===== config.mk =====
export PLATFORM = sky130hd
export DESIGN_NAME = sdprio_arbiter
export DESIGN_NICKNAME = d
export VERILOG_FILES = /design/src/rtl/sdprio_pkg.sv /design/src/rtl/sdprio_epoch_timer.sv /design/src/rtl/sdprio_share_calc.sv /design/src/rtl/sdprio_credit_pick.sv /design/src/rtl/sdprio_arbiter.sv
export SDC_FILE = /design/constraint.sdc
export NUM_CORES = 1
export LEC_CHECK = 0
export ABC_CLOCK_PERIOD_IN_PS = 16900
export BUFFER_PORTS_ARGS = -buffer_cell sky130_fd_sc_hd__buf_2
export CAP_MARGIN = 20
export CELL_PAD_IN_SITES_DETAIL_PLACEMENT = 1
export CELL_PAD_IN_SITES_GLOBAL_PLACEMENT = 1
export CORE_UTILIZATION = 40
export CTS_CLUSTER_SIZE = 12
export DETAILED_ROUTE_END_ITERATION = 10
export PLACE_DENSITY_LB_ADDON = 0.1
export SYNTH_ARGS = -nofsm -noshare
export SYNTH_HDL_FRONTEND = slang
export SYNTH_HIERARCHICAL = 1
export SYNTH_SLANG_ARGS = --single-unit
export TNS_END_PERCENT = 5

===== constraint.sdc =====
create_clock -name clk -period 16.9 [get_ports clk]
set_input_delay 1.69 -clock clk [delete_from_list [all_inputs] [get_ports clk]]
set_output_delay 1.69 -clock clk [all_outputs]
set_load 0.01 [all_outputs]

===== src/rtl/sdprio_pkg.sv =====
package sdprio_pkg;

  typedef enum logic [1:0] {
    CALC_IDLE,
    CALC_LOAD,
    CALC_DIV,
    CALC_FIN
  } calc_state_e;

  // epochs given to core idx when all slowdowns are equal
  function automatic int unsigned equal_share(int unsigned total,
                                              int unsigned n,
                                              int unsigned idx);
    return total / n + ((idx < total % n) ? 1 : 0);
  endfunction

endpackage


===== src/rtl/sdprio_epoch_timer.sv =====
module sdprio_epoch_timer #(
  parameter int EPOCHS    = 64,
  parameter int EPOCH_LEN = 16
) (
  input  logic clk,
  input  logic rst,
  output logic epoch_end,
  output logic interval_end
);
  localparam int CCW = (EPOCH_LEN > 1) ? $clog2(EPOCH_LEN) : 1;
  localparam int ECW = (EPOCHS > 1) ? $clog2(EPOCHS) : 1;

  logic [CCW-1:0] cyc_q;
  logic [ECW-1:0] ep_q;

  assign epoch_end    = (cyc_q == CCW'(EPOCH_LEN - 1));
  assign interval_end = epoch_end && (ep_q == ECW'(EPOCHS - 1));

  // counters start at their last value so the first edge opens an interval
  always_ff @(posedge clk) begin
    if (rst) begin
      cyc_q <= CCW'(EPOCH_LEN - 1);
      ep_q  <= ECW'(EPOCHS - 1);
    end else if (epoch_end) begin
      cyc_q <= '0;
      ep_q  <= interval_end ? '0 : ep_q + 1'b1;
    end else begin
      cyc_q <= cyc_q + 1'b1;
    end
  end
endmodule


===== src/rtl/sdprio_share_calc.sv =====
module sdprio_share_calc
  import sdprio_pkg::*;
#(
  parameter int N_CORES = 4,
  parameter int SD_W    = 8,
  parameter int EPOCHS  = 64,
  localparam int SW     = $clog2(EPOCHS + 1)
) (
  input  logic                        clk,
  input  logic                        rst,
  input  logic                        start,
  input  logic [N_CORES*SD_W-1:0]     sd_in,
  output logic [N_CORES-1:0][SW-1:0]  next_share,
  output logic                        idle
);
  localparam int IDW   = (N_CORES > 1) ? $clog2(N_CORES) : 1;
  localparam int SUM_W = SD_W + $clog2(N_CORES + 1);
  localparam int NUM_W = SD_W + SW;
  localparam int DCW   = $clog2(NUM_W + 1);
  localparam int RKW   = $clog2(N_CORES + 1);
  localparam int QSW   = SW + RKW;
  localparam int SPARE = EPOCHS - N_CORES;

  calc_state_e                   state_q;
  logic [N_CORES-1:0][SD_W-1:0]  sd_clamp;
  logic [N_CORES-1:0][SD_W-1:0]  sd_s;
  logic [SUM_W-1:0]              sum_in, sum_s;
  logic [IDW-1:0]                core_k;
  logic [DCW-1:0]                step_q;
  logic [SUM_W-1:0]              rem_q;
  logic [NUM_W-1:0]              quo_q;
  logic [N_CORES-1:0][SW-1:0]    q_tmp;
  logic [SUM_W:0]                rem_sh;
  logic                          take;
  logic [RKW-1:0]                rank [N_CORES];
  logic [QSW-1:0]                qsum;
  logic [SW-1:0]                 left;
  logic [N_CORES-1:0][SW-1:0]    final_share;

  // zero estimates count as one
  for (genvar i = 0; i < N_CORES; i++) begin : g_clamp
    assign sd_clamp[i] = (sd_in[i*SD_W +: SD_W] == '0) ? SD_W'(1) : sd_in[i*SD_W +: SD_W];
  end

  always_comb begin
    sum_in = '0;
    for (int i = 0; i < N_CORES; i++) sum_in = sum_in + SUM_W'(sd_clamp[i]);
  end

  // one restoring division step
  assign rem_sh = {rem_q, quo_q[NUM_W-1]};
  assign take   = (rem_sh >= {1'b0, sum_s});

  // leftover epochs ranked by slowdown, lower index first on ties
  always_comb begin
    qsum = '0;
    for (int i = 0; i < N_CORES; i++) qsum = qsum + QSW'(q_tmp[i]);
    left = SW'(QSW'(SPARE) - qsum);
    for (int i = 0; i < N_CORES; i++) begin
      rank[i] = '0;
      for (int j = 0; j < N_CORES; j++) begin
        if (j != i && ((sd_s[j] > sd_s[i]) || (sd_s[j] == sd_s[i] && j < i)))
          rank[i] = rank[i] + 1'b1;
      end
      final_share[i] = SW'(1) + q_tmp[i] + SW'(SW'(rank[i]) < left);
    end
  end

  always_ff @(posedge clk) begin
    if (rst) begin
      state_q <= CALC_IDLE;
      core_k  <= '0;
      step_q  <= '0;
      rem_q   <= '0;
      quo_q   <= '0;
      sum_s   <= SUM_W'(N_CORES);
      for (int i = 0; i < N_CORES; i++) begin
        sd_s[i]       <= SD_W'(1);
        q_tmp[i]      <= '0;
        next_share[i] <= SW'(equal_share(EPOCHS, N_CORES, i));
      end
    end else if (start) begin
      sd_s    <= sd_clamp;
      sum_s   <= sum_in;
      core_k  <= '0;
      state_q <= CALC_LOAD;
    end else begin
      case (state_q)
        CALC_LOAD: begin
          quo_q   <= NUM_W'(SPARE) * NUM_W'(sd_s[core_k]);
          rem_q   <= '0;
          step_q  <= '0;
          state_q <= CALC_DIV;
        end
        CALC_DIV: begin
          rem_q  <= take ? SUM_W'(rem_sh - {1'b0, sum_s}) : SUM_W'(rem_sh);
          quo_q  <= {quo_q[NUM_W-2:0], take};
          step_q <= step_q + 1'b1;
          if (step_q == DCW'(NUM_W - 1)) begin
            q_tmp[core_k] <= SW'({quo_q[NUM_W-2:0], take});
            if (core_k == IDW'(N_CORES - 1)) begin
              state_q <= CALC_FIN;
            end else begin
              core_k  <= core_k + 1'b1;
              state_q <= CALC_LOAD;
            end
          end
        end
        CALC_FIN: begin
          next_share <= final_share;
          state_q    <= CALC_IDLE;
        end
        default: state_q <= CALC_IDLE;
      endcase
    end
  end

  assign idle = (state_q == CALC_IDLE);
endmodule


===== src/rtl/sdprio_credit_pick.sv =====
module sdprio_credit_pick #(
  parameter int N_CORES = 4,
  parameter int EPOCHS  = 64,
  localparam int SW     = $clog2(EPOCHS + 1),
  localparam int CW     = SW + 2,
  localparam int IDW    = (N_CORES > 1) ? $clog2(N_CORES) : 1
) (
  input  logic                        fresh,
  input  logic [N_CORES-1:0][CW-1:0]  cur,
  input  logic [N_CORES-1:0][SW-1:0]  weight,
  output logic [IDW-1:0]              win_idx,
  output logic [N_CORES-1:0][CW-1:0]  cur_next
);
  logic signed [CW-1:0] acc [N_CORES];
  logic signed [CW-1:0] best_val;
  logic [CW-1:0]        base;

  always_comb begin
    for (int i = 0; i < N_CORES; i++) begin
      base   = fresh ? CW'(0) : cur[i];
      acc[i] = $signed(base) + $signed(CW'(weight[i]));
    end
    win_idx  = '0;
    best_val = acc[0];
    for (int i = 1; i < N_CORES; i++) begin
      if (acc[i] > best_val) begin
        win_idx  = IDW'(i);
        best_val = acc[i];
      end
    end
    for (int i = 0; i < N_CORES; i++) begin
      cur_next[i] = (win_idx == IDW'(i)) ? CW'(acc[i] - $signed(CW'(EPOCHS))) : CW'(acc[i]);
    end
  end
endmodule


===== src/rtl/sdprio_arbiter.sv =====
module sdprio_arbiter
  import sdprio_pkg::*;
#(
  parameter int N_CORES   = 4,
  parameter int SD_W      = 8,
  parameter int EPOCHS    = 64,
  parameter int EPOCH_LEN = 16,
  localparam int IDW      = (N_CORES > 1) ? $clog2(N_CORES) : 1
) (
  input  logic                     clk,
  input  logic                     rst,
  input  logic [N_CORES*SD_W-1:0]  sd_in,
  output logic [N_CORES-1:0]       prio_vec,
  output logic [IDW-1:0]           prio_id,
  output logic                     interval_tick
);
  localparam int SW = $clog2(EPOCHS + 1);
  localparam int CW = SW + 2;

  logic                        epoch_end, interval_end, calc_idle;
  logic [N_CORES-1:0][SW-1:0]  next_share, active_share, pick_weight;
  logic [N_CORES-1:0][CW-1:0]  credit_q, credit_next;
  logic [IDW-1:0]              win_idx;

  sdprio_epoch_timer #(.EPOCHS(EPOCHS), .EPOCH_LEN(EPOCH_LEN)) timer_i (
    .clk(clk), .rst(rst), .epoch_end(epoch_end), .interval_end(interval_end)
  );

  sdprio_share_calc #(.N_CORES(N_CORES), .SD_W(SD_W), .EPOCHS(EPOCHS)) calc_i (
    .clk(clk), .rst(rst), .start(interval_end), .sd_in(sd_in),
    .next_share(next_share), .idle(calc_idle)
  );

  // a new interval picks with fresh shares and zeroed credits
  assign pick_weight = interval_end ? next_share : active_share;

  sdprio_credit_pick #(.N_CORES(N_CORES), .EPOCHS(EPOCHS)) pick_i (
    .fresh(interval_end), .cur(credit_q), .weight(pick_weight),
    .win_idx(win_idx), .cur_next(credit_next)
  );

  always_ff @(posedge clk) begin
    if (rst) begin
      credit_q      <= '0;
      prio_vec      <= '0;
      prio_id       <= '0;
      interval_tick <= 1'b0;
      for (int i = 0; i < N_CORES; i++)
        active_share[i] <= SW'(equal_share(EPOCHS, N_CORES, i));
    end else begin
      interval_tick <= interval_end;
      if (interval_end) active_share <= next_share;
      if (epoch_end) begin
        credit_q <= credit_next;
        prio_id  <= win_idx;
        for (int i = 0; i < N_CORES; i++) prio_vec[i] <= (win_idx == IDW'(i));
      end
    end
  end
endmodule


Word level (Yosys, flattened, before mapping) --
Cells that the tools add are included. Widths: inputs -> output; s select.
Cells by class: add/sub/neg operators 36, $mul 1, div/mod/pow operators 0, order comparisons 22, equality and inequality tests 18, shifts and indexed selects 0, mux-type cells 45, bitwise logic cells 2, reduce and logical (&&, ||, !) cells 19
Operators with widths (number):
- $gt 8x8->1 | 12
- $mux 9 | 10
- $eq 8x8->1 | 6
- $mux 8 | 5
- $add 9x8->9 | 4
- $sub 9x8->9 const B | 4
- $logic_not 8->1 | 4
- $pmux 15 s2 | 1
- $add 1x7->7 const A | 4
- $add 7x1->7 | 4
- $bwmux 28 | 1
- $lt 3x7->1 | 4
- $mux 28 | 1
- $gt 9x9->1 | 3
- $mux 3 | 8
- $add 11x8->11 | 2
- $pmux 11 s2 | 1
- $add 7x7->7 | 3
- $bmux 8 s2 | 1
- $demux 7 s2 | 1
- $add 3x1->3 const B | 4
- $ge 12x11->1 | 1
- $mul 4x8->12 const A | 1
- $mux 11 | 1
- other kinds (30) | 57
Storage, ports and cells: register bits 214, bits in latches 0, RAM bits 0, memory bits (read-only) 0, memories kept 0

Longest topological paths before layout --
depth in word-level cells 12, mapped depth 43, mapped depth without buffers 40

Modules after synthesis --
The synthesis kept the hierarchy.
By module, submodules not included:
- sdprio_share_calc | times used 1, cells an instance 1143, area an instance 9912.0 µm², seq. area each 2642.5 µm²
- sdprio_credit_pick | times used 1, cells an instance 356, area an instance 2676.3 µm², seq. area each 0.0 µm²
- sdprio_arbiter | times used 1, cells an instance 232, area an instance 2641.3 µm², seq. area each 1421.4 µm²
- sdprio_epoch_timer | times used 1, cells an instance 49, area an instance 454.2 µm², seq. area each 200.2 µm²

Worst setup path after synthesis --
No wires, ideal clock.
path type reg2reg, start point register timer_i.cyc_q[0], end point register credit_q[17] in the netlist's numbering, setup time 0.128 ns, arrival time 8.395 ns, required time 16.772 ns, setup slack 8.378 ns, stages on the path, launching flop included 42, period minus slack after synthesis 8.522 ns, cell sequence dfxtp_1 > ha_1 > nand4_4 > nor2_1 > clkbuf_1 > clkbuf_1 > clkbuf_1 > nor2b_1 > ha_1 > fa_1 > a21o_1 > a21oi_1 > xnor2_1 > ha_1 > o22ai_1 > a21oi_1 > maj3_2 > a21boi_1 > [... 6 more ...] > o211ai_1 > nand3_1 > or3b_2 > clkbuf_1 > nand2_1 > nor3_1 > a221oi_1 > ha_1 > or2_2 > a21oi_1 > a21oi_1 > a31oi_1 > o22ai_1 > nor2_1 > o211ai_1 > mux2_1 > mux2i_1 > nor2_1
RTL lines:
- start, declared | line sdprio_epoch_timer.sv:13 | logic [CCW-1:0] cyc_q;
- start signal, assigned | line sdprio_epoch_timer.sv:22 | cyc_q <= CCW'(EPOCH_LEN - 1);
- start signal, assigned | line sdprio_epoch_timer.sv:28 | cyc_q <= cyc_q + 1'b1;
- end signal, assigned | line sdprio_arbiter.sv:54 | credit_q <= credit_next;
- end, declared | line sdprio_arbiter.sv:22 | logic [N_CORES-1:0][CW-1:0] credit_q, credit_next;

==> results.toml <==
[run_status]
status = "completed"

[clock_tree]
insertion_delay_ns = 0.57
cts_tree = "done"
cts.sinks = 213
post_cts_buffers = 0
clk_path_buf_depth = 3
clk_pin_slew_ns = 0.06
htreeDepth = 1
cts_resized = 0
cts_hold_buf = 0
cts_inserted_buffers = 28
clockRootBuffer = "clkbuf_16"

[finish]
fin_cells = 2306
finish.utilization_pct = 44.3
num_antenna_cells = 0
final_nets = 2028
area_growth_pct = 9.11
nFillCells = 4520
drive_above_1_share_pct = 9.34

[floorplanning]
die_h_um = 200
core_area_um2 = 38600
pin_count = 41
rows = 72
die-area_um2 = 40000
start_util_pct = 40.6
die_w_um = 200

[critical_path]
crit_buf_inv = 2
critPathCaptureType = "flop"
path_depth = 38
critPathArrivalTime_ns = 10.52
slowest_stage = "buf_4"
crit_family = "compound AO/OA/AOI/OAI gates"
cp-start-kind = "flop"
worst-path-max-fanout = 65
crit_top_cell = "ha_1"
cp.required_ns = 17.33
critical_path_class = "flop to flop"
max_stage_delay_ns = 0.81
r2r_cells = 38

[detailed_routing]
viasPerCell = 5.36
post_drt_wl_per_cell_um = 18.0
drt_pass1_iterations = 4
drcViolationCount = 0
antenna_left = 0
route.vias.total = 12400
drt_iter0_markers = 340
routed_wl_mm = 41.6

[sta]
fin_setup_tns_ns = 0
fin_crit_sh_pct = 59.7
max_slew.worst_pin.slew_ns = 1.02
rsz0062_at_grt = "no"
setup-violations-final = 0
finalHoldViolations = 0
finalMaxSlewViolations = 0
clock_skew_ns = 0.0159
max_freq_mhz = 99.1
fin_ws_ns = 6.81
maxSlewHeadroom_pct = 31.9
min_period_ns = 10.09

[logic_synthesis]
syn-num-nets = 2041
synth-seq-area-share_pct = 27.2
synth_cells = 1780
syn_avg_cell_area_um2 = 8.81
synth.area.top_cells = "dfxtp_1, ha_1, mux2i_1"
yosysWarnings = 6
yosysUniqueCellTypes = 88
netlist_area_um2 = 15700
synth_top_area_share_pct = 27.2
synth-edff-count = 0
ys_ff_latch = 213
async_reset_ff_share_pct = 0
netlist.top_cell.by_area = "dfxtp_1"
synth_ff_type = "dfxtp_1"

[power]
power.leakage_nw = 7.12
vdd_drop_max_uv = 78.6
power.density_nw_per_um2 = 154
total_power_mw = 2.64

[global_routing]
track_usage_pct = 21.4
grt-ovfl-total = 0
grt_pass1_wl_mm = 67.6
grt_pass1_vias = 12800
antenna_found_initial = 0
grt_max_degree = 83

[placed_design]
dp_slack_ns = 6.81
place_congestion = 0.854
portBuffers = 40
dpl.hpwl_mm = 32.1
placedCellCount = 2255

[job]
maxCapViolCount = 0

[worst_hold_path]
hold_depth = 2
min_path_type = "flop to flop"
==> layout by cell type (no fill, tap or decap), types with 8 or more instances in the layout <==
| cell | netlist | final |
|---|---|---|
| nand2_1 | 68 | 68 |
| a21o_1 | 20 | 20 |
| and2_1 | 9 | 9 |
| dfxtp_1 | 213 | 213 |
| nand3_1 | 33 | 33 |
| o21ai_0 | 60 | 60 |
| clkbuf_16 | 0 | 29 |
| xnor2_1 | 57 | 57 |
| o31ai_1 | 10 | 10 |
| nand2b_1 | 21 | 21 |
| o21bai_1 | 12 | 12 |
| mux4_2 | 8 | 8 |
| a211o_1 | 11 | 11 |
| xor2_1 | 14 | 14 |
| nor4_1 | 10 | 10 |
| or3_1 | 8 | 8 |
| o21a_1 | 17 | 17 |
| or2_2 | 8 | 8 |
| buf_2 | 14 | 39 |
| mux2_2 | 22 | 22 |
| a31oi_1 | 9 | 9 |
| nor2_1 | 200 | 199 |
| fa_1 | 46 | 46 |
| inv_1 | 165 | 164 |
| a21oi_1 | 76 | 76 |
| mux2i_1 | 111 | 111 |
| nor2b_1 | 75 | 73 |
| a211oi_1 | 47 | 47 |
| nand4_1 | 19 | 19 |
| mux2_4 | 10 | 10 |
| nor3_1 | 44 | 44 |
| ha_1 | 181 | 181 |
==> per-layer routing <==
layer  track usage [%]  up-vias  wire (um)
li1                  -     6152          -
met1              27.1     6043      19500
met2              38.2      124      20200
met3              2.13       51        955
met4              6.22        0        962
met5                 0        -          0
==> worst paths after layout <==
path,start,to,slack (ns)
worst min register to register,calc_i/next_share[15]$_SDFFE_PP0P_,calc_i/next_share[15]$_SDFFE_PP0P_,0.47
worst max-delay path,timer_i/ep_q[0]$_SDFFE_PP1N_,credit_q[17]$_SDFFE_PP0P_,6.81
worst min-delay path,calc_i/next_share[15]$_SDFFE_PP0P_,calc_i/next_share[15]$_SDFFE_PP0P_,0.47
worst max register to register,timer_i/ep_q[0]$_SDFFE_PP1N_,credit_q[17]$_SDFFE_PP0P_,6.81
==> tightest hold or removal path: cells and delay by family, from the launching register on <==
| kind | cells | cell delay, ns |
|---|---|---|
| flip-flops | 1 | 0.31 |
| AO/OA/AOI/OAI | 1 | 0.05 |
| AND/OR/NAND/NOR | 1 | 0.05 |
==> logic make-up (layout without fill, tap and decap cells) <==
logic type | Yosys count | after routing | synth area share (%)
and+or+nand+nor | 526 | 526 | 16.4
muxes | 152 | 152 | 10.8
xor gates and xnor gates | 72 | 72 | 4.07
DFF | 213 | 213 | 27.2
adders and majority gates | 230 | 230 | 20.5
buffers and inverters | 257 | 265 | 6.51
AOI/OAI and AO/OA | 330 | 330 | 14.5
==> through the flow <==
| step | area, um2 | hold slack (ns) |
|---|---|---|
| 4_1_cts | 17100 | 0.469 |
| 3_5_place_dp | 16200 | 0.462 |
| 2_1_floorplan | 15700 | 0.430 |
| 6_report | 17100 | 0.466 |
| 5_1_grt | 17100 | 0.495 |
| 3_3_place_gp | 16200 | 0.448 |
==> cell usage after synthesis (all sizes together) (7+ instances only) <==
cell and number:
a211o 11, a211oi 47, a21o 20, a21oi 77, a31oi 11, and2 9
and3 7, buf 26, clkbuf 64, dfxtp 213, fa 46, ha 181
inv 165, mux2 33, mux2i 111, mux4 8, nand2 70, nand2b 21
nand3 33, nand4 20, nor2 200, nor2b 75, nor3 44, nor4 10
o211ai 9, o21a 17, o21ai 66, o21bai 12, o31ai 10, or2 11
or3 9, xnor2 57, xor2 15
==> registers in the layout, summed over array words and instances, names as in the netlist, 6 cells and up <==
name               flops
credit_q              36
timer_i/ep_q           6
active_share          28
calc_i/sd_s           32
calc_i/next_share     28
calc_i/rem_q          11
calc_i/sum_s          10
calc_i/quo_q          15
calc_i/q_tmp          28
==> report_power, final <==
group | switching, mW | internal [mW]
logic | 0.836 | 0.619
registers | 0.0465 | 0.548
clock network | 0.240 | 0.347
==> cell type report <==
| class | instances | area, um2 | area share [%] |
|---|---|---|---|
| multi-input combinational | 1310 | 10400 | 60.9 |
| sequential | 213 | 4260 | 24.9 |
| clock buffer | 40 | 807 | 4.72 |
| tap | 518 | 648 | 3.79 |
| inverter | 167 | 627 | 3.66 |
| timing repair buffer | 47 | 259 | 1.51 |
| clock inverter | 11 | 91.3 | 0.534 |
No activity file was read; power rests on OpenSTA's default activity.
